$ cat src/rtl/amem_pkg.sv
package amem_pkg;
  localparam int unsigned TW = 6;

  typedef enum logic [2:0] {
    PH_IDLE = 3'd0,
    PH_BLS  = 3'd1,
    PH_ASU  = 3'd2,
    PH_AHD  = 3'd3,
    PH_DSU  = 3'd4,
    PH_DHD  = 3'd5,
    PH_TRN  = 3'd6
  } phase_e;

  typedef struct packed {
    logic [TW-1:0] bls;
    logic [TW-1:0] asu;
    logic [TW-1:0] ahd;
    logic [TW-1:0] dsu;
    logic [TW-1:0] dhd;
    logic [TW-1:0] trn;
  } timing_t;
endpackage

$ cat src/rtl/amem_timing_sel.sv
module amem_timing_sel
  import amem_pkg::*;
(
  input  logic          write_i,
  input  logic          mux_i,
  input  logic [TW-1:0] bls_i,
  input  logic [TW-1:0] rd_asu_i,
  input  logic [TW-1:0] rd_ahd_i,
  input  logic [TW-1:0] rd_dsu_i,
  input  logic [TW-1:0] rd_dhd_i,
  input  logic [TW-1:0] rd_trn_i,
  input  logic [TW-1:0] wr_asu_i,
  input  logic [TW-1:0] wr_ahd_i,
  input  logic [TW-1:0] wr_dsu_i,
  input  logic [TW-1:0] wr_dhd_i,
  input  logic [TW-1:0] wr_trn_i,
  output timing_t       tim_o
);
  logic [TW-1:0] dsu_raw;

  always_comb begin
    dsu_raw    = write_i ? wr_dsu_i : rd_dsu_i;
    tim_o.bls  = bls_i;
    tim_o.asu  = write_i ? wr_asu_i : rd_asu_i;
    // hold only exists on a multiplexed bus
    tim_o.ahd  = mux_i ? (write_i ? wr_ahd_i : rd_ahd_i) : '0;
    tim_o.dsu  = (dsu_raw == '0) ? TW'(1) : dsu_raw;
    tim_o.dhd  = write_i ? wr_dhd_i : rd_dhd_i;
    tim_o.trn  = write_i ? wr_trn_i : rd_trn_i;
  end
endmodule

$ cat src/rtl/amem_phase_seq.sv
module amem_phase_seq
  import amem_pkg::*;
(
  input  logic    clk_i,
  input  logic    rst_ni,
  input  logic    start_i,
  input  timing_t tim_i,
  input  logic    hold_i,
  output phase_e  phase_o,
  output logic    last_dsu_o
);
  phase_e        ph_q, nxt;
  logic [TW-1:0] cnt_q, load;
  timing_t       tim_q, t_use;
  logic          stall, done;

  function automatic logic [TW-1:0] len_of(phase_e p, timing_t t);
    case (p)
      PH_BLS:  return t.bls;
      PH_ASU:  return t.asu;
      PH_AHD:  return t.ahd;
      PH_DSU:  return t.dsu;
      PH_DHD:  return t.dhd;
      PH_TRN:  return t.trn;
      default: return '0;
    endcase
  endfunction

  // first non-empty phase after 'from', IDLE when none is left
  function automatic phase_e pick(phase_e from, timing_t t);
    phase_e r;
    logic   found;
    r     = PH_IDLE;
    found = 1'b0;
    for (int k = 1; k < 7; k++) begin
      if (!found && k > int'(from) && len_of(phase_e'(3'(k)), t) != '0) begin
        r     = phase_e'(3'(k));
        found = 1'b1;
      end
    end
    return r;
  endfunction

  always_comb begin
    t_use = (ph_q == PH_IDLE) ? tim_i : tim_q;
    stall = (ph_q == PH_DSU) && hold_i;
    done  = (ph_q != PH_IDLE) && (cnt_q == '0) && !stall;
    nxt   = pick(ph_q, t_use);
    load  = (nxt == PH_IDLE) ? '0 : len_of(nxt, t_use) - 1'b1;
  end

  always_ff @(posedge clk_i or negedge rst_ni) begin
    if (!rst_ni) begin
      ph_q  <= PH_IDLE;
      cnt_q <= '0;
      tim_q <= '0;
    end else if (ph_q == PH_IDLE) begin
      if (start_i) begin
        tim_q <= tim_i;
        ph_q  <= nxt;
        cnt_q <= load;
      end
    end else if (done) begin
      ph_q  <= nxt;
      cnt_q <= load;
    end else if (!stall) begin
      cnt_q <= cnt_q - 1'b1;
    end
  end

  assign phase_o    = ph_q;
  assign last_dsu_o = (ph_q == PH_DSU) && done;
endmodule

$ cat src/rtl/amem_pin_drive.sv
module amem_pin_drive
  import amem_pkg::*;
#(
  parameter int unsigned AW    = 24,
  parameter int unsigned LANES = 2,
  localparam int unsigned DW   = 8 * LANES
) (
  input  phase_e           phase_i,
  input  logic             write_i,
  input  logic             mux_i,
  input  logic [LANES-1:0] lane_on_i,
  input  logic [AW-1:0]    addr_i,
  input  logic [DW-1:0]    wdata_i,
  input  logic [LANES-1:0] be_i,
  output logic             cs_no,
  output logic             oe_no,
  output logic             we_no,
  output logic             adv_no,
  output logic [LANES-1:0] be_no,
  output logic [AW-1:0]    addr_o,
  output logic [DW-1:0]    dq_o,
  output logic             dq_oe_o
);
  logic          in_cs, in_lane, addr_ph, data_ph;
  logic [DW-1:0] dmask, raw;

  for (genvar l = 0; l < LANES; l++) begin : g_mask
    assign dmask[8*l +: 8] = {8{lane_on_i[l]}};
  end

  always_comb begin
    in_cs   = phase_i inside {PH_ASU, PH_AHD, PH_DSU, PH_DHD};
    in_lane = in_cs || (phase_i == PH_BLS);
    addr_ph = mux_i && (phase_i inside {PH_ASU, PH_AHD});
    data_ph = write_i && (phase_i inside {PH_DSU, PH_DHD});
    cs_no   = !in_cs;
    oe_no   = !((phase_i == PH_DSU) && !write_i);
    we_no   = !((phase_i == PH_DSU) && write_i);
    adv_no  = !(mux_i && (phase_i == PH_ASU));
    be_no   = in_lane ? ~(be_i & lane_on_i) : '1;
    addr_o  = addr_i;
    raw     = addr_ph ? addr_i[DW-1:0] : wdata_i;
    dq_o    = raw & dmask;
    dq_oe_o = addr_ph || data_ph;
  end
endmodule

$ cat src/rtl/amem_rd_capture.sv
module amem_rd_capture #(
  parameter int unsigned DW = 16
) (
  input  logic          clk_i,
  input  logic          rst_ni,
  input  logic          take_i,
  input  logic [DW-1:0] dq_i,
  input  logic [DW-1:0] mask_i,
  output logic          valid_o,
  output logic [DW-1:0] data_o
);
  always_ff @(posedge clk_i or negedge rst_ni) begin
    if (!rst_ni) begin
      valid_o <= 1'b0;
      data_o  <= '0;
    end else begin
      valid_o <= take_i;
      if (take_i) data_o <= dq_i & mask_i;
    end
  end
endmodule

$ cat src/rtl/amem_timing_engine.sv
module amem_timing_engine
  import amem_pkg::*;
#(
  parameter int unsigned AW    = 24,
  parameter int unsigned LANES = 2,
  localparam int unsigned DW   = 8 * LANES
) (
  input  logic             clk_i,
  input  logic             rst_ni,
  input  logic             req_valid_i,
  output logic             req_ready_o,
  input  logic             req_write_i,
  input  logic [AW-1:0]    req_addr_i,
  input  logic [DW-1:0]    req_wdata_i,
  input  logic [LANES-1:0] req_be_i,
  output logic             rsp_valid_o,
  output logic [DW-1:0]    rsp_rdata_o,
  input  logic             cfg_mux_i,
  input  logic             cfg_wide_i,
  input  logic             cfg_wait_en_i,
  input  logic             cfg_wait_pol_i,
  input  logic [TW-1:0]    cfg_bl_setup_i,
  input  logic [TW-1:0]    cfg_rd_asu_i,
  input  logic [TW-1:0]    cfg_rd_ahd_i,
  input  logic [TW-1:0]    cfg_rd_dsu_i,
  input  logic [TW-1:0]    cfg_rd_dhd_i,
  input  logic [TW-1:0]    cfg_rd_trn_i,
  input  logic [TW-1:0]    cfg_wr_asu_i,
  input  logic [TW-1:0]    cfg_wr_ahd_i,
  input  logic [TW-1:0]    cfg_wr_dsu_i,
  input  logic [TW-1:0]    cfg_wr_dhd_i,
  input  logic [TW-1:0]    cfg_wr_trn_i,
  output logic             mem_cs_no,
  output logic             mem_oe_no,
  output logic             mem_we_no,
  output logic             mem_adv_no,
  output logic [LANES-1:0] mem_be_no,
  output logic [AW-1:0]    mem_addr_o,
  output logic [DW-1:0]    mem_dq_o,
  output logic             mem_dq_oe_o,
  input  logic [DW-1:0]    mem_dq_i,
  input  logic             mem_wait_i
);
  phase_e           phase;
  timing_t          tim;
  logic             accept, hold, last_dsu;
  logic             wr_q;
  logic [AW-1:0]    addr_q;
  logic [DW-1:0]    wdata_q, dmask;
  logic [LANES-1:0] be_q, lane_on;

  for (genvar l = 0; l < LANES; l++) begin : g_lane
    assign lane_on[l]         = cfg_wide_i || (l == 0);
    assign dmask[8*l +: 8]    = {8{lane_on[l]}};
  end

  assign req_ready_o = (phase == PH_IDLE);
  assign accept      = req_valid_i && req_ready_o;
  assign hold        = cfg_wait_en_i && (mem_wait_i == cfg_wait_pol_i);

  always_ff @(posedge clk_i or negedge rst_ni) begin
    if (!rst_ni) begin
      wr_q    <= 1'b0;
      addr_q  <= '0;
      wdata_q <= '0;
      be_q    <= '0;
    end else if (accept) begin
      wr_q    <= req_write_i;
      addr_q  <= req_addr_i;
      wdata_q <= req_wdata_i;
      be_q    <= req_be_i;
    end
  end

  amem_timing_sel u_sel (
    .write_i  (req_write_i),
    .mux_i    (cfg_mux_i),
    .bls_i    (cfg_bl_setup_i),
    .rd_asu_i (cfg_rd_asu_i),
    .rd_ahd_i (cfg_rd_ahd_i),
    .rd_dsu_i (cfg_rd_dsu_i),
    .rd_dhd_i (cfg_rd_dhd_i),
    .rd_trn_i (cfg_rd_trn_i),
    .wr_asu_i (cfg_wr_asu_i),
    .wr_ahd_i (cfg_wr_ahd_i),
    .wr_dsu_i (cfg_wr_dsu_i),
    .wr_dhd_i (cfg_wr_dhd_i),
    .wr_trn_i (cfg_wr_trn_i),
    .tim_o    (tim)
  );

  amem_phase_seq u_seq (
    .clk_i      (clk_i),
    .rst_ni     (rst_ni),
    .start_i    (accept),
    .tim_i      (tim),
    .hold_i     (hold),
    .phase_o    (phase),
    .last_dsu_o (last_dsu)
  );

  amem_pin_drive #(.AW(AW), .LANES(LANES)) u_pins (
    .phase_i   (phase),
    .write_i   (wr_q),
    .mux_i     (cfg_mux_i),
    .lane_on_i (lane_on),
    .addr_i    (addr_q),
    .wdata_i   (wdata_q),
    .be_i      (be_q),
    .cs_no     (mem_cs_no),
    .oe_no     (mem_oe_no),
    .we_no     (mem_we_no),
    .adv_no    (mem_adv_no),
    .be_no     (mem_be_no),
    .addr_o    (mem_addr_o),
    .dq_o      (mem_dq_o),
    .dq_oe_o   (mem_dq_oe_o)
  );

  amem_rd_capture #(.DW(DW)) u_cap (
    .clk_i   (clk_i),
    .rst_ni  (rst_ni),
    .take_i  (last_dsu && !wr_q),
    .dq_i    (mem_dq_i),
    .mask_i  (dmask),
    .valid_o (rsp_valid_o),
    .data_o  (rsp_rdata_o)
  );
endmodule

$ cat config.mk
export PLATFORM = sky130hd
export DESIGN_NAME = amem_timing_engine
export DESIGN_NICKNAME = d
export VERILOG_FILES = /design/src/rtl/amem_pkg.sv /design/src/rtl/amem_timing_sel.sv /design/src/rtl/amem_phase_seq.sv /design/src/rtl/amem_pin_drive.sv /design/src/rtl/amem_rd_capture.sv /design/src/rtl/amem_timing_engine.sv
export SDC_FILE = /design/constraint.sdc
export NUM_CORES = 1
export LEC_CHECK = 0
export CORE_ASPECT_RATIO = 1.25
export CORE_MARGIN = 5
export CORE_UTILIZATION = 64
export CTS_BUF_LIST = sky130_fd_sc_hd__clkbuf_4 sky130_fd_sc_hd__clkbuf_8 sky130_fd_sc_hd__clkbuf_16
export CTS_CLUSTER_DIAMETER = 40
export CTS_CLUSTER_SIZE = 24
export DETAILED_ROUTE_END_ITERATION = 12
export DONT_BUFFER_PORTS = 1
export PLACE_DENSITY = 0.8
export SKIP_LAST_GASP = 1
export SLEW_MARGIN = 25
export SYNTH_ARGS = -nofsm -noshare
export SYNTH_HDL_FRONTEND = slang
export SYNTH_SLANG_ARGS = --single-unit
$ cat constraint.sdc
create_clock -name clk_i -period 3.6 [get_ports clk_i]
set_clock_uncertainty 0.1 [all_clocks]
set_input_delay 0.36 -clock clk_i [delete_from_list [all_inputs] [get_ports clk_i]]
set_output_delay 0.36 -clock clk_i [all_outputs]
set_load 0.01 [all_outputs]
==> flow_summary_export.csv <==
group,metric,value,unit
setup_path,worstPathArrival,3390,ps
place,port-buffer-count,0,
sta,finalSetupTns,0,ps
finish,utilization,74.0,%
finish,final_cells,868,
clock_tree,cts_tree,"yes",
sta,fmax,0.308,GHz
logic_synthesis,synth_ff_type,"dfrtp_1",
logic_synthesis,synthesis.area,0.00575,mm^2
power,p_comb_share,48.4,%
power,power.total,5.46,mW
finish,n_fill_cell,675,
power,p_switching,2.54,mW
grt,met2_usage,58.1,%
power,power_frac_clock,13.5,%
logic_synthesis,yosys_warnings,0,
finish,layout.nets,878,
sta,hold_viol,0,
place,dp_slack,290,ps
setup_path,cp-start-kind,"flip-flop",
sta,period_needed,3250,ps
setup_path,worstPathRequired,3740,ps
logic_synthesis,syn-num-nets,851,
place,place_area,0.00576,mm^2
clock_tree,clock-root-buffer,"clkbuf_8",
setup_path,cp_slowest_cell,"dfrtp_2",
grt,antenna_found_initial,0,
die,die_h,116,um
route,via_per_inst,6.14,
clock_tree,cts_sinks,99,
setup_path,slowest_delay,530,ps
logic_synthesis,synth-compound-area-share,16.1,%
place,dp.cells,802,
finish,n_antenna_cell,0,
route,drc,0,
setup_path,cp-end-kind,"flip-flop",
route,drt.antenna.violating_nets,0,
die,initial_core_util,65.7,%
sta,setup_viol,0,
grt,use_met1,38.1,%
sta,whs,18.5,ps
die,die_x,94.8,um
die,die_area,0.0110,mm^2
logic_synthesis,yosys-top-cells-area,"dfrtp_1, nand2_1, mux2i_1",
logic_synthesis,synth_top_area_share,43.1,%
logic_synthesis,synth_top_family_by_area,"simple AND/OR/NAND/NOR gates",
route,drt-initial-drc-count,397,
logic_synthesis,syn_inst,716,
finish,drive_above_1_share,7.75,%
grt,gr-total-overflow,0,
logic_synthesis,synth_cell_types,73,
sta,worst_pin_slew,895,ps
grt,grt_pass1_wl,27600,um
logic_synthesis,synthMuxAreaShare,6.10,%
clock_tree,htreeDepth,3,
place,place.gp.congestion,0.949,
power,powerDensity,843,mW/mm^2
sta,rsz0062_at_grt,"no",
power,power_frac_seq,38.0,%
logic_synthesis,yosysMostFrequentCell,"nand2_1",
power,p_sw_share,46.6,%
logic_synthesis,syn_area_per_cell,8.03,um^2
logic_synthesis,synth_seq_cells,99,
finish,area.growth.synth_to_final,12.7,%
clock_tree,clock_latency,370,ps
sta,slew_violations,0,
grt,met3_usage,7.92,%
hold_path,min_path_type,"primary input to flip-flop",
route,routedWlPerCell,19.8,um
grt,first_global_vias,5493,
sta,setup_ws,350,ps
setup_path,path_cells,"or3_4 -> clkinv_4 -> buf_4 -> nand3_2 -> o311ai_2 -> nand2_1 -> nor4_4 -> a2bb2oi_1 -> and2_1 -> ha_1 -> inv_1 -> a311oi_1 -> a21oi_1",
setup_path,worstPathMaxFanout,25,
clock_tree,cts_buffer_depth,2,
logic_synthesis,synth_xor_xnor_area_share,0.914,%
logic_synthesis,synthAdderAreaFrac,0.435,%
grt,grt_max_degree,100,
power,p_int,2.91,mW
clock_tree,numCtsBuffers,9,
route,wl,17200,um
place,dp_hpwl,12200,um
grt,grt-busiest-layer,"met2",
logic_synthesis,synth_edf_count,0,
die,boundaryPins,198,
finish,fin_area,0.00647,mm^2
sta,fin_crit_sh,90.3,%
setup_path,critPathKind,"flip-flop to flip-flop",
clock_tree,clkTransAtPathRegs,100,ps
sta,slew_headroom,40.4,%
route,vias,5327,
logic_synthesis,yosys.area_share.simple,28.8,%
logic_synthesis,ys_seq_area_share,43.1,%
route,dr.pass1.iters,5,
outcome,outcome,"completed",
logic_synthesis,async_flop_share,100,%
logic_synthesis,synth_common_cells,"nand2_1, dfrtp_1, o21ai_0",
logic_synthesis,synth_top_area_cell,"dfrtp_1",
die,row_count,38,
grt,grtUsageTotal,32.4,%
power,p_leak,2.99,nW
power,ir_worst_vdd,0.530,mV
die,core_region_area,0.00875,mm^2
job,maxCapViolCount,0,
final timing paths:
| path | startpoint | endpoint | slack, ps | depth (start not counted) |
|---|---|---|---|---|
| max | u_seq.phase_o[1]$_DFFE_PN0P_ | u_seq.cnt_q[1]$_DFFE_PN0P_ | 350 | 13 |
| max reg2reg | u_seq.phase_o[1]$_DFFE_PN0P_ | u_seq.cnt_q[1]$_DFFE_PN0P_ | 350 | 13 |
| min reg2reg | wdata_q[1]$_DFFE_PN0P_ | wdata_q[1]$_DFFE_PN0P_ | 380 | 2 |
| max in group asynchronous | rst_ni | u_seq.phase_o[1]$_DFFE_PN0P_ | 2530 | 2 |
| min | req_wdata_i[14] | wdata_q[14]$_DFFE_PN0P_ | 20 | 2 |
| min in group asynchronous | rst_ni | u_seq.tim_q[8]$_DFFE_PN0P_ | 460 | 2 |
per-layer routing:
layer | part of all wire (%) | wire length [um]
met1 | 38 | 6480
met2 | 53 | 9100
met3 | 7.2 | 1250
met4 | 2.1 | 366
met5 | 0 | 0
worst max-delay path: cells and delay by family, from the launching register on:
family,cells,cell delay [ps]
and+or+nand+nor,5,1190
DFF,1,530
adders and majority gates,1,270
AOI/OAI and AO/OA,4,530
buffers and inverters,3,490
logic make-up after synthesis:
logic type | count (synthesis)
multiplexers | 34
flip-flops | 99
AO/OA/AOI/OAI | 134
AND/OR/NAND/NOR | 387
adder cells (fa/ha/maj) | 2
XOR/XNOR | 6
buffers and inverters | 54
layout make-up:
type                    instances  area [um^2]  share of cell area, %
repair buffers                 60          593                   9.16
clock inverters                 7         73.8                   1.14
clock buffers                   9          124                   1.91
multi-input cells             563         3010                   46.5
inverters                      10         42.5                  0.657
well taps                     120          150                   2.32
flip-flops and latches         99         2480                   38.3
power groups by stage:
stage | sequential [mW] | combinational [mW] | clock, mW
floorplan | 1.91 | 2.06 | 0
global placement | 2.06 | 2.48 | 0
detailed placement | 2.07 | 2.54 | 0
CTS | 2.06 | 2.62 | 0.747
global route | 2.13 | 2.97 | 0.796
finish | 2.08 | 2.64 | 0.737
placed cells by master, fill, tap and decap left out, types with 3 or more instances in the layout:
cell type,count
nand2_1,282
dfrtp_1,98
dlygate4sd3_1,49
o21ai_0,46
nor2_1,33
mux2i_1,26
a21oi_1,20
nor3_1,13
nand3_1,12
o211ai_1,10
buf_4,10
a21boi_0,9
clkbuf_8,9
inv_1,8
a211oi_1,7
nor4_1,7
mux2_2,7
xnor2_1,5
o41ai_1,5
nand2b_1,4
nor3b_1,3
nor3_2,3
and3_1,3
or2_2,3
and2_1,3
a211oi_2,3
nand4_1,3
o21ai_1,3
a311oi_1,3
clkinv_2,3
flip-flops by register name (all words and copies together) (netlist names), 2 cells and up:
name and cells:
wdata_q 16, u_cap.data_o 16, addr_q 24, u_seq.tim_q 30, be_q 2, u_seq.phase_o 3, u_seq.cnt_q 6
repair_timing:
action / 4_1_cts / 5_1_grt
hold buffers: 48 / 2
buffers inserted: 0 / 0
hold endpoints to repair: 145 / 2
setup endpoints to repair: 0 / 2
gates resized for setup: 0 / 1
Note: power is estimated with default switching activity, not from simulation.
